### config.mk
export PLATFORM = sky130hd
export DESIGN_NAME = evt_capture
export DESIGN_NICKNAME = d
export VERILOG_FILES = /design/src/rtl/evt_capture_pkg.sv /design/src/rtl/ecap_sync.sv /design/src/rtl/ecap_qual.sv /design/src/rtl/ecap_regs.sv /design/src/rtl/evt_capture.sv
export SDC_FILE = /design/constraint.sdc
export NUM_CORES = 1
export LEC_CHECK = 0
export CAP_MARGIN = 15
export CORE_UTILIZATION = 28
export DETAILED_ROUTE_END_ITERATION = 12
export GPL_ROUTABILITY_DRIVEN = 0
export SETUP_SLACK_MARGIN = 0.5
export SLEW_MARGIN = 0
export SYNTH_ARGS = -nofsm -noshare
export SYNTH_HDL_FRONTEND = slang
export SYNTH_SLANG_ARGS = --single-unit
### constraint.sdc
create_clock -name clk -period 3.2 [get_ports clk]
set_input_delay 0.64 -clock clk [delete_from_list [all_inputs] [get_ports clk]]
set_output_delay 0.64 -clock clk [all_outputs]
set_load 0.1 [all_outputs]
### src/rtl/evt_capture_pkg.sv
package evt_capture_pkg;
  localparam int unsigned MODE_W = 4;

  typedef enum logic [MODE_W-1:0] {
    CM_OFF    = 4'b0000,
    CM_FALL   = 4'b0100,
    CM_RISE   = 4'b0101,
    CM_RISE4  = 4'b0110,
    CM_RISE16 = 4'b0111
  } cap_mode_e;

  localparam int unsigned DIV_A_LOG2 = 2;
  localparam int unsigned DIV_B_LOG2 = 4;

  function automatic logic mode_active(input logic [MODE_W-1:0] m);
    return (m == CM_FALL) || (m == CM_RISE) || (m == CM_RISE4) || (m == CM_RISE16);
  endfunction
endpackage

### src/rtl/ecap_sync.sv
module ecap_sync #(
  parameter int unsigned STAGES = 2
) (
  input  logic clk,
  input  logic rst_n,
  input  logic pin_i,
  output logic rise_o,
  output logic fall_o
);
  logic [STAGES-1:0] shift_q, shift_d;
  logic              last_q;
  logic              rise_q, rise_d;
  logic              fall_q, fall_d;
  logic              synced;

  always_comb begin
    shift_d = {shift_q[STAGES-2:0], pin_i};
    synced  = shift_q[STAGES-1];
    rise_d  = synced & ~last_q;
    fall_d  = ~synced & last_q;
  end

  always_ff @(posedge clk or negedge rst_n) begin
    if (!rst_n) begin
      shift_q <= '0;
      last_q  <= 1'b0;
      rise_q  <= 1'b0;
      fall_q  <= 1'b0;
    end else begin
      shift_q <= shift_d;
      last_q  <= synced;
      rise_q  <= rise_d;
      fall_q  <= fall_d;
    end
  end

  assign rise_o = rise_q;
  assign fall_o = fall_q;
endmodule

### src/rtl/ecap_qual.sv
module ecap_qual
  import evt_capture_pkg::*;
#(
  parameter int unsigned PRE_W = 4
) (
  input  logic              clk,
  input  logic              rst_n,
  input  logic [MODE_W-1:0] mode_i,
  input  logic              mode_wr_i,
  input  logic              rise_i,
  input  logic              fall_i,
  output logic              fire_o
);
  localparam logic [PRE_W-1:0] LAST_A = PRE_W'((1 << DIV_A_LOG2) - 1);
  localparam logic [PRE_W-1:0] LAST_B = PRE_W'((1 << DIV_B_LOG2) - 1);

  logic [PRE_W-1:0] cnt_q, cnt_d;
  logic             cnt_en;
  logic             fire;

  always_comb begin
    fire  = 1'b0;
    cnt_d = cnt_q;
    unique case (mode_i)
      CM_FALL: fire = fall_i;
      CM_RISE: fire = rise_i;
      CM_RISE4: begin
        if (rise_i) begin
          if (cnt_q == LAST_A) begin
            fire  = 1'b1;
            cnt_d = '0;
          end else begin
            cnt_d = cnt_q + 1'b1;
          end
        end
      end
      CM_RISE16: begin
        if (rise_i) begin
          if (cnt_q == LAST_B) begin
            fire  = 1'b1;
            cnt_d = '0;
          end else begin
            cnt_d = cnt_q + 1'b1;
          end
        end
      end
      default: cnt_d = '0;
    endcase
    if (mode_wr_i) cnt_d = '0;
    cnt_en = (cnt_d != cnt_q);
  end

  always_ff @(posedge clk or negedge rst_n) begin
    if (!rst_n) begin
      cnt_q <= '0;
    end else if (cnt_en) begin
      cnt_q <= cnt_d;
    end
  end

  assign fire_o = fire;
endmodule

### src/rtl/ecap_regs.sv
module ecap_regs
  import evt_capture_pkg::*;
#(
  parameter int unsigned TW = 16,
  parameter int unsigned BW = 8,
  parameter int unsigned AW = 2
) (
  input  logic              clk,
  input  logic              rst_n,
  input  logic              fire_i,
  input  logic              tb_sel_i,
  input  logic [TW-1:0]     timer_a_i,
  input  logic [TW-1:0]     timer_b_i,
  input  logic              wr_en_i,
  input  logic [AW-1:0]     addr_i,
  input  logic [BW-1:0]     wr_data_i,
  output logic [BW-1:0]     rd_data_o,
  output logic              irq_o,
  output logic [MODE_W-1:0] mode_o,
  output logic              mode_wr_o,
  output logic [TW-1:0]     cap_o
);
  localparam int unsigned NB        = TW / BW;
  localparam int unsigned CTRL_ADDR = NB;
  localparam int unsigned FLAG_ADDR = NB + 1;

  logic [TW-1:0]     cap_q, cap_d, sample;
  logic              cap_en;
  logic [MODE_W-1:0] mode_q, mode_d;
  logic              mode_wr;
  logic              flag_q, flag_d, flag_clr, flag_en;
  logic [NB-1:0]     byte_wr;

  for (genvar g = 0; g < NB; g++) begin : g_bsel
    assign byte_wr[g] = wr_en_i && (addr_i == AW'(g));
  end

  always_comb begin
    sample = tb_sel_i ? timer_b_i : timer_a_i;
    cap_d  = cap_q;
    for (int i = 0; i < NB; i++) begin
      if (byte_wr[i]) cap_d[i*BW +: BW] = wr_data_i;
    end
    if (fire_i) cap_d = sample;
    cap_en = fire_i | (|byte_wr);
  end

  always_comb begin
    mode_wr = wr_en_i && (addr_i == AW'(CTRL_ADDR));
    mode_d  = mode_wr ? wr_data_i[MODE_W-1:0] : mode_q;
  end

  always_comb begin
    flag_clr = wr_en_i && (addr_i == AW'(FLAG_ADDR)) && !wr_data_i[0];
    flag_d   = flag_q;
    if (flag_clr) flag_d = 1'b0;
    if (fire_i)   flag_d = 1'b1;
    flag_en  = fire_i | flag_clr;
  end

  always_ff @(posedge clk or negedge rst_n) begin
    if (!rst_n) begin
      cap_q <= '0;
    end else if (cap_en) begin
      cap_q <= cap_d;
    end
  end

  always_ff @(posedge clk or negedge rst_n) begin
    if (!rst_n) begin
      mode_q <= '0;
    end else if (mode_wr) begin
      mode_q <= mode_d;
    end
  end

  always_ff @(posedge clk or negedge rst_n) begin
    if (!rst_n) begin
      flag_q <= 1'b0;
    end else if (flag_en) begin
      flag_q <= flag_d;
    end
  end

  always_comb begin
    rd_data_o = '0;
    for (int i = 0; i < NB; i++) begin
      if (addr_i == AW'(i)) rd_data_o = cap_q[i*BW +: BW];
    end
    if (addr_i == AW'(CTRL_ADDR)) rd_data_o = {{(BW-MODE_W){1'b0}}, mode_q};
    if (addr_i == AW'(FLAG_ADDR)) rd_data_o = {{(BW-1){1'b0}}, flag_q};
  end

  assign irq_o     = flag_q;
  assign mode_o    = mode_q;
  assign mode_wr_o = mode_wr;
  assign cap_o     = cap_q;
endmodule

### src/rtl/evt_capture.sv
module evt_capture
  import evt_capture_pkg::*;
#(
  parameter int unsigned TIMER_W     = 16,
  parameter int unsigned BYTE_W      = 8,
  parameter int unsigned SYNC_STAGES = 2,
  parameter int unsigned PRE_W       = 4,
  localparam int unsigned ADDR_W     = $clog2(TIMER_W / BYTE_W + 2)
) (
  input  logic               clk,
  input  logic               rst_n,
  input  logic               cap_pin,
  input  logic               tb_sel,
  input  logic [TIMER_W-1:0] timer_a,
  input  logic [TIMER_W-1:0] timer_b,
  input  logic               wr_en,
  input  logic [ADDR_W-1:0]  addr,
  input  logic [BYTE_W-1:0]  wr_data,
  output logic [BYTE_W-1:0]  rd_data,
  output logic               cap_irq
);
  logic              edge_rise, edge_fall;
  logic              cap_fire;
  logic [MODE_W-1:0] mode_q;
  logic              mode_wr;
  logic [TIMER_W-1:0] cap_value;

  ecap_sync #(.STAGES(SYNC_STAGES)) sync_i (
    .clk    (clk),
    .rst_n  (rst_n),
    .pin_i  (cap_pin),
    .rise_o (edge_rise),
    .fall_o (edge_fall)
  );

  ecap_qual #(.PRE_W(PRE_W)) qual_i (
    .clk       (clk),
    .rst_n     (rst_n),
    .mode_i    (mode_q),
    .mode_wr_i (mode_wr),
    .rise_i    (edge_rise),
    .fall_i    (edge_fall),
    .fire_o    (cap_fire)
  );

  ecap_regs #(.TW(TIMER_W), .BW(BYTE_W), .AW(ADDR_W)) regs_i (
    .clk       (clk),
    .rst_n     (rst_n),
    .fire_i    (cap_fire),
    .tb_sel_i  (tb_sel),
    .timer_a_i (timer_a),
    .timer_b_i (timer_b),
    .wr_en_i   (wr_en),
    .addr_i    (addr),
    .wr_data_i (wr_data),
    .rd_data_o (rd_data),
    .irq_o     (cap_irq),
    .mode_o    (mode_q),
    .mode_wr_o (mode_wr),
    .cap_o     (cap_value)
  );
endmodule

Word level (Yosys, flattened, before mapping)

Index checks and enable logic that the tools add are counted.

Add/subtract/negate cells: 1
Bitwise operators: 6
Muxes and demuxes: 21
Equality and inequality tests: 10
Reductions and logical operators: 15

Operators by type and width:

| cell                                                             | number |
|---|---|
| 8-bit two-way mux                                                | 6 |
| 16-bit two-way mux                                               | 2 |
| 4-bit two-way mux                                                | 5 |
| 4-bit by 3-bit == test with 1-bit output (second input constant) | 4 |
| 4-bit case mux with 3 select lines                               | 1 |
| 1-bit two-way mux                                                | 6 |
| 2-bit AND reduction                                              | 3 |
| 2-bit nonzero test                                               | 3 |
| 1-bit logical AND                                                | 5 |
| 4-bit by 1-bit adder with 4-bit output (second input constant)   | 1 |
| 2-bit == test (second input constant)                            | 2 |
| 4-bit by 2-bit == test with 1-bit output (second input constant) | 1 |
| 4-bit == test (second input constant)                            | 1 |
| 4-bit inequality test                                            | 1 |
| 1-bit case mux with 4 select lines                               | 1 |
| 2-bit OR reduction                                               | 2 |
| 1-bit bitwise AND                                                | 2 |
| 2-bit by 1-bit == test with 1-bit output (second input constant) | 1 |
| 2-bit zero test                                                  | 1 |
| 1-bit NOT                                                        | 2 |
| 1-bit bitwise OR                                                 | 2 |
| 1-bit zero test                                                  | 1 |

Register bits: 30
Input bits: 47
Logic and storage cells: 62
Output and inout bits: 9

Longest topological paths before layout

Depth after elaboration: 6
Gate-level depth with buffers: 7
Gate-level depth less buffers: 5

Hierarchy

A second synthesis with hierarchy kept.

Cells, all modules: 151
Area total of the unflattened synthesis: 1675.4 µm²

By module, submodules not included:

| module    | times used | cells an instance | area an instance (µm²) |
|---|---|---|---|
| ecap_regs | 1          | 108               | 1252.5 |
| ecap_qual | 1          | 36                | 282.8 |
| ecap_sync | 1          | 7                 | 140.1 |

Worst setup path after synthesis

Ideal clock, no wire load.

Kind: input port to output port
Start: input port addr[1]
End: output port rd_data[1]
Stages: 3
Path slack: -0.474 ns
Arrival: 3.034 ns
Buffers on the path: 1
Cell sequence: buf_2 mux2i_1 o21ai_0

Word-level cells in the longest chain between the ends: 5
Elaborated cells on any way between the ends: 8
Those cells by class: 3 x eq/ne; 4 x mux; 1 x reduce/logical

RTL lines:

| what                            | RTL line          | text |
|---|---|---|
| start, declared                 | evt_capture.sv:17 | `input logic [ADDR_W-1:0] addr,` |
| 2-bit zero test                 | ecap_regs.sv:88   | `if (addr_i == AW'(i)) rd_data_o = cap_q[i*BW +: BW];` |
| 8-bit two-way mux (2 in series) | ecap_regs.sv:88   |  |
| 8-bit two-way mux               | ecap_regs.sv:90   | `if (addr_i == AW'(CTRL_ADDR)) rd_data_o = {{(BW-MODE_W){1'b0}}, mode_q};` |
| 8-bit two-way mux (*)           | ecap_regs.sv:91   | `if (addr_i == AW'(FLAG_ADDR)) rd_data_o = {{(BW-1){1'b0}}, flag_q};` |
| end, declared                   | evt_capture.sv:19 | `output logic [BYTE_W-1:0] rd_data,` |

Mark *: on every way between the ends. The rest lies on a longest branch, timed or not.

Final worst setup path

Start: input port addr[0]
End: output port rd_data[3]

Same word-level chain as after synthesis.

==> qor_table.md <==
| Result | This run |
|:---|:---|
| Final Hold Fails | 0 |
| Max Root-Sink Buffers | 2 |
| Actual transition at the worst max-transition pin | 0.582 ns |
| Sink count of the clock tree | 30 |
| Ranking of synthesized cells by area | dfrtp_1, mux2i_1, mux2_2 |
| Fraction of layout cells with a size suffix above 1 | 0.184 |
| Multi-input gate area | 931 um2 |
| Number of buffers inserted to repair setup after CTS | 0 |
| Largest area contributor in the synthesized netlist | dfrtp_1 |
| Register Area | 751 um2 |
| Count of standard-cell rows | 28 |
| PortBufs | 55 |
| Clock edge transition at the registers on the reported setup and hold paths | 0.06 ns |
| Placement-stage worst setup slack | 0.559 ns |
| Synth Area per Inst | 11.7 um2 |
| Drt pass-1 iters | 4 |
| Final design utilization | 0.425 |
| Leading cell type in the layout, fill and taps excluded | mux2i_1 |
| Startpoint-to-endpoint class of the critical path | in -> out |
| Smallest setup slack after layout | 0.585 ns |
| Worst Setup End Kind | primary output |
| Capture point of the worst path | rd_data[3] |
| Initial antenna violation count | 0 |
| Logic depth of the worst register-to-register path | 6 |
| Sequential cell area fraction in the yosys report | 0.434 |
| Count of cell types in the netlist | 31 |
| R2r setup slk | 1.48 ns |
| Total core area | 0.00596 mm2 |
| Routed WL per cell | 13.9 um |
| Final Max Slew Viols | 0 |
| Gr usage total | 0.132 |
| Pin count of the biggest net entering global routing | 31 |
| Endpoint of the lowest-slack register-to-register path | regs_i.cap_o[12] |
| Commonest cells after routing, fill and taps aside | mux2i_1, clkdlybuf4s50_1, dfrtp_1, buf_12 |
| Register bit total from synthesis | 30 |
| FILL cells | 602 |
| Chip width | 80.6 um |
| Vias per std cell | 4.71 |
| TritonCTS Buffers | 5 |
| Cell count after synthesis | 148 |
| H-tree levels | 2 |
| Post-route antenna net violation count | 0 |
| Global-route wire length before repair | 6290 um |
| Number of design rule violations left after detail routing | 0 |
| Number of gates resized after CTS | 0 |
| Starting density of the core | 0.290 |
| Signal arrival time at the worst endpoint | 1.98 ns |
| Worst path required time | 2.56 ns |
| Ys async rst share | 1.00 |
| Count of inserted antenna diode cells | 0 |
| Worst hold slack across all endpoints | 0.351 ns |
| # nets final | 255 |
| Outcome | finished clean |
| P per Cell Area | 568 mW/mm2 |
| Finish-stage setup viols | 0 |
| Class of the tightest hold or removal check | reg -> reg |
| Die area | 0.00649 mm2 |
| Setup TNS | 0 ns |
| Fin Clk Skew | 0.00242 ns |
| Origin of the critical flop-to-flop path | qual_i.cnt_q[0] |
| Yosys synthesis warning count | 0 |
| Summed instance area of the synthesized netlist | 0.00173 mm2 |
| Largest fanout on the critical path | 12 |
| Worst-skew pair later-pin latency | 0.28 ns |
| Aggregate global routing overflow | 0 |
| Final WL | 3920 um |
| CTS tree | yes |
| Die Height | 80.6 um |
| Primary flip-flop cell chosen by synthesis mapping | dfrtp_1 |
| Synth-to-layout area growth | 46.5% |
| Final cycle utilization of the critical path | 0.817 |
| Fraction of post-synthesis cell area in the top cell type by area | 0.434 |
| Number of flops mapped to enable cells by yosys | 0 |
| Buffer cell driving the clock tree root | clkbuf_8 |
| Number of DRC markers after the initial detailed-route iteration | 71 |
| Reported leakage power | 1.09 nW |
| Via count | 1329 |
| Max-capacitance violation count | 0 |
| Clock period minus final worst setup slack | 2.62 ns |
| Via count of the first global-routing pass | 1306 |
| RSZ-0062 raised after global routing | false |
| I/O pin count | 56 |
| F_max | 382 MHz |
| Total power | 1.44 mW |
| Peak ir drop on the vdd network | 338 uV |
| Synthesized Nets | 196 |
| Type of origin of the critical path | primary input |
| Relative max-transition margin | 0.611 |
| Half-perimeter wire length after detailed placement | 2890 um |
| Count of hold buffers inserted by post-cts repair | 0 |
| Worst setup path start | addr[0] |
-- cells by family (layout without fill, tap and decap cells) --
group                    after synthesis  in the layout  share of synthesized area
AO/OA/AOI/OAI                         14             14                     0.0586
adder cells (fa/ha/maj)                1              1                    0.00723
buffers and inverters                 11             70                     0.0441
flip-flops                            30             30                      0.434
multiplexers                          61             61                      0.365
AND/OR/NAND/NOR                       31             31                     0.0905
-- sequential cells by signal (all words and copies together) (netlist names) --
signal          flops
regs_i.cap_o       16
qual_i.cnt_q        4
regs_i.mode_o       4
sync_i.shift_q      2
regs_i.irq_o        1
sync_i.fall_o       1
sync_i.last_q       1
sync_i.rise_o       1
-- how the worst min path moves through the flow --
stage,startpoint,to,depth (start not counted)
final,sync_i.shift_q[0],sync_i.shift_q[1],0
after global routing,sync_i.shift_q[0],sync_i.shift_q[1],0
after CTS,sync_i.shift_q[0],sync_i.shift_q[1],0
after detailed placement,sync_i.shift_q[0],sync_i.shift_q[1],0
after global placement,sync_i.shift_q[0],sync_i.shift_q[1],0
after floorplan,sync_i.shift_q[0],sync_i.shift_q[1],0
-- Yosys cell counts, types with 2 or more instances --
| cell type | n |
|---|---|
| nand2_1 | 7 |
| nand3_1 | 4 |
| o21ai_0 | 4 |
| nand3b_1 | 2 |
| nor2_1 | 9 |
| dfrtp_1 | 30 |
| buf_2 | 5 |
| mux2_2 | 4 |
| inv_1 | 2 |
| a21oi_1 | 3 |
| nor2b_1 | 3 |
| mux2i_1 | 56 |
-- routing by layer --
metal	share of wire	vias up	track usage
li1	-	652	-
met1	0.45	617	0.173
met2	0.46	51	0.197
met3	0.061	9	0.0375
met4	0.021	0	0.0679
met5	0	-	0
-- area by class of cell --
type,instances,share of cell area
Inverter,2,0.00296
Timing Repair Buffer,61,0.266
Clock buffer,7,0.0301
Tap cell,75,0.0371
Sequential cell,30,0.296
Multi-Input combinational cell,107,0.368
-- where the power goes --
| group | switching [mW] | internal [mW] | total [mW] |
|---|---|---|---|
| Clock | 0.132 | 0.149 | 0.281 |
| Combinational | 0.369 | 0.264 | 0.632 |
| Sequential | 0.0583 | 0.468 | 0.526 |
| Total | 0.559 | 0.881 | 1.44 |
-- critical path, stage by stage --
cell             delay, ns
clkdlybuf4s50_1       0.49
buf_4                 0.23
nor2b_2               0.22
nand2_1               0.08
o21ai_2               0.09
buf_12                0.20
-- metrics by stage --
| step | instance area [um2] | cells |
|---|---|---|
| after floorplan | 1750 | 148 |
| after global placement | 2450 | 275 |
| after detailed placement | 2450 | 275 |
| after CTS | 2530 | 282 |
| after global routing | 2530 | 282 |
| final | 2530 | 282 |
(Power assumes the default switching activity.)
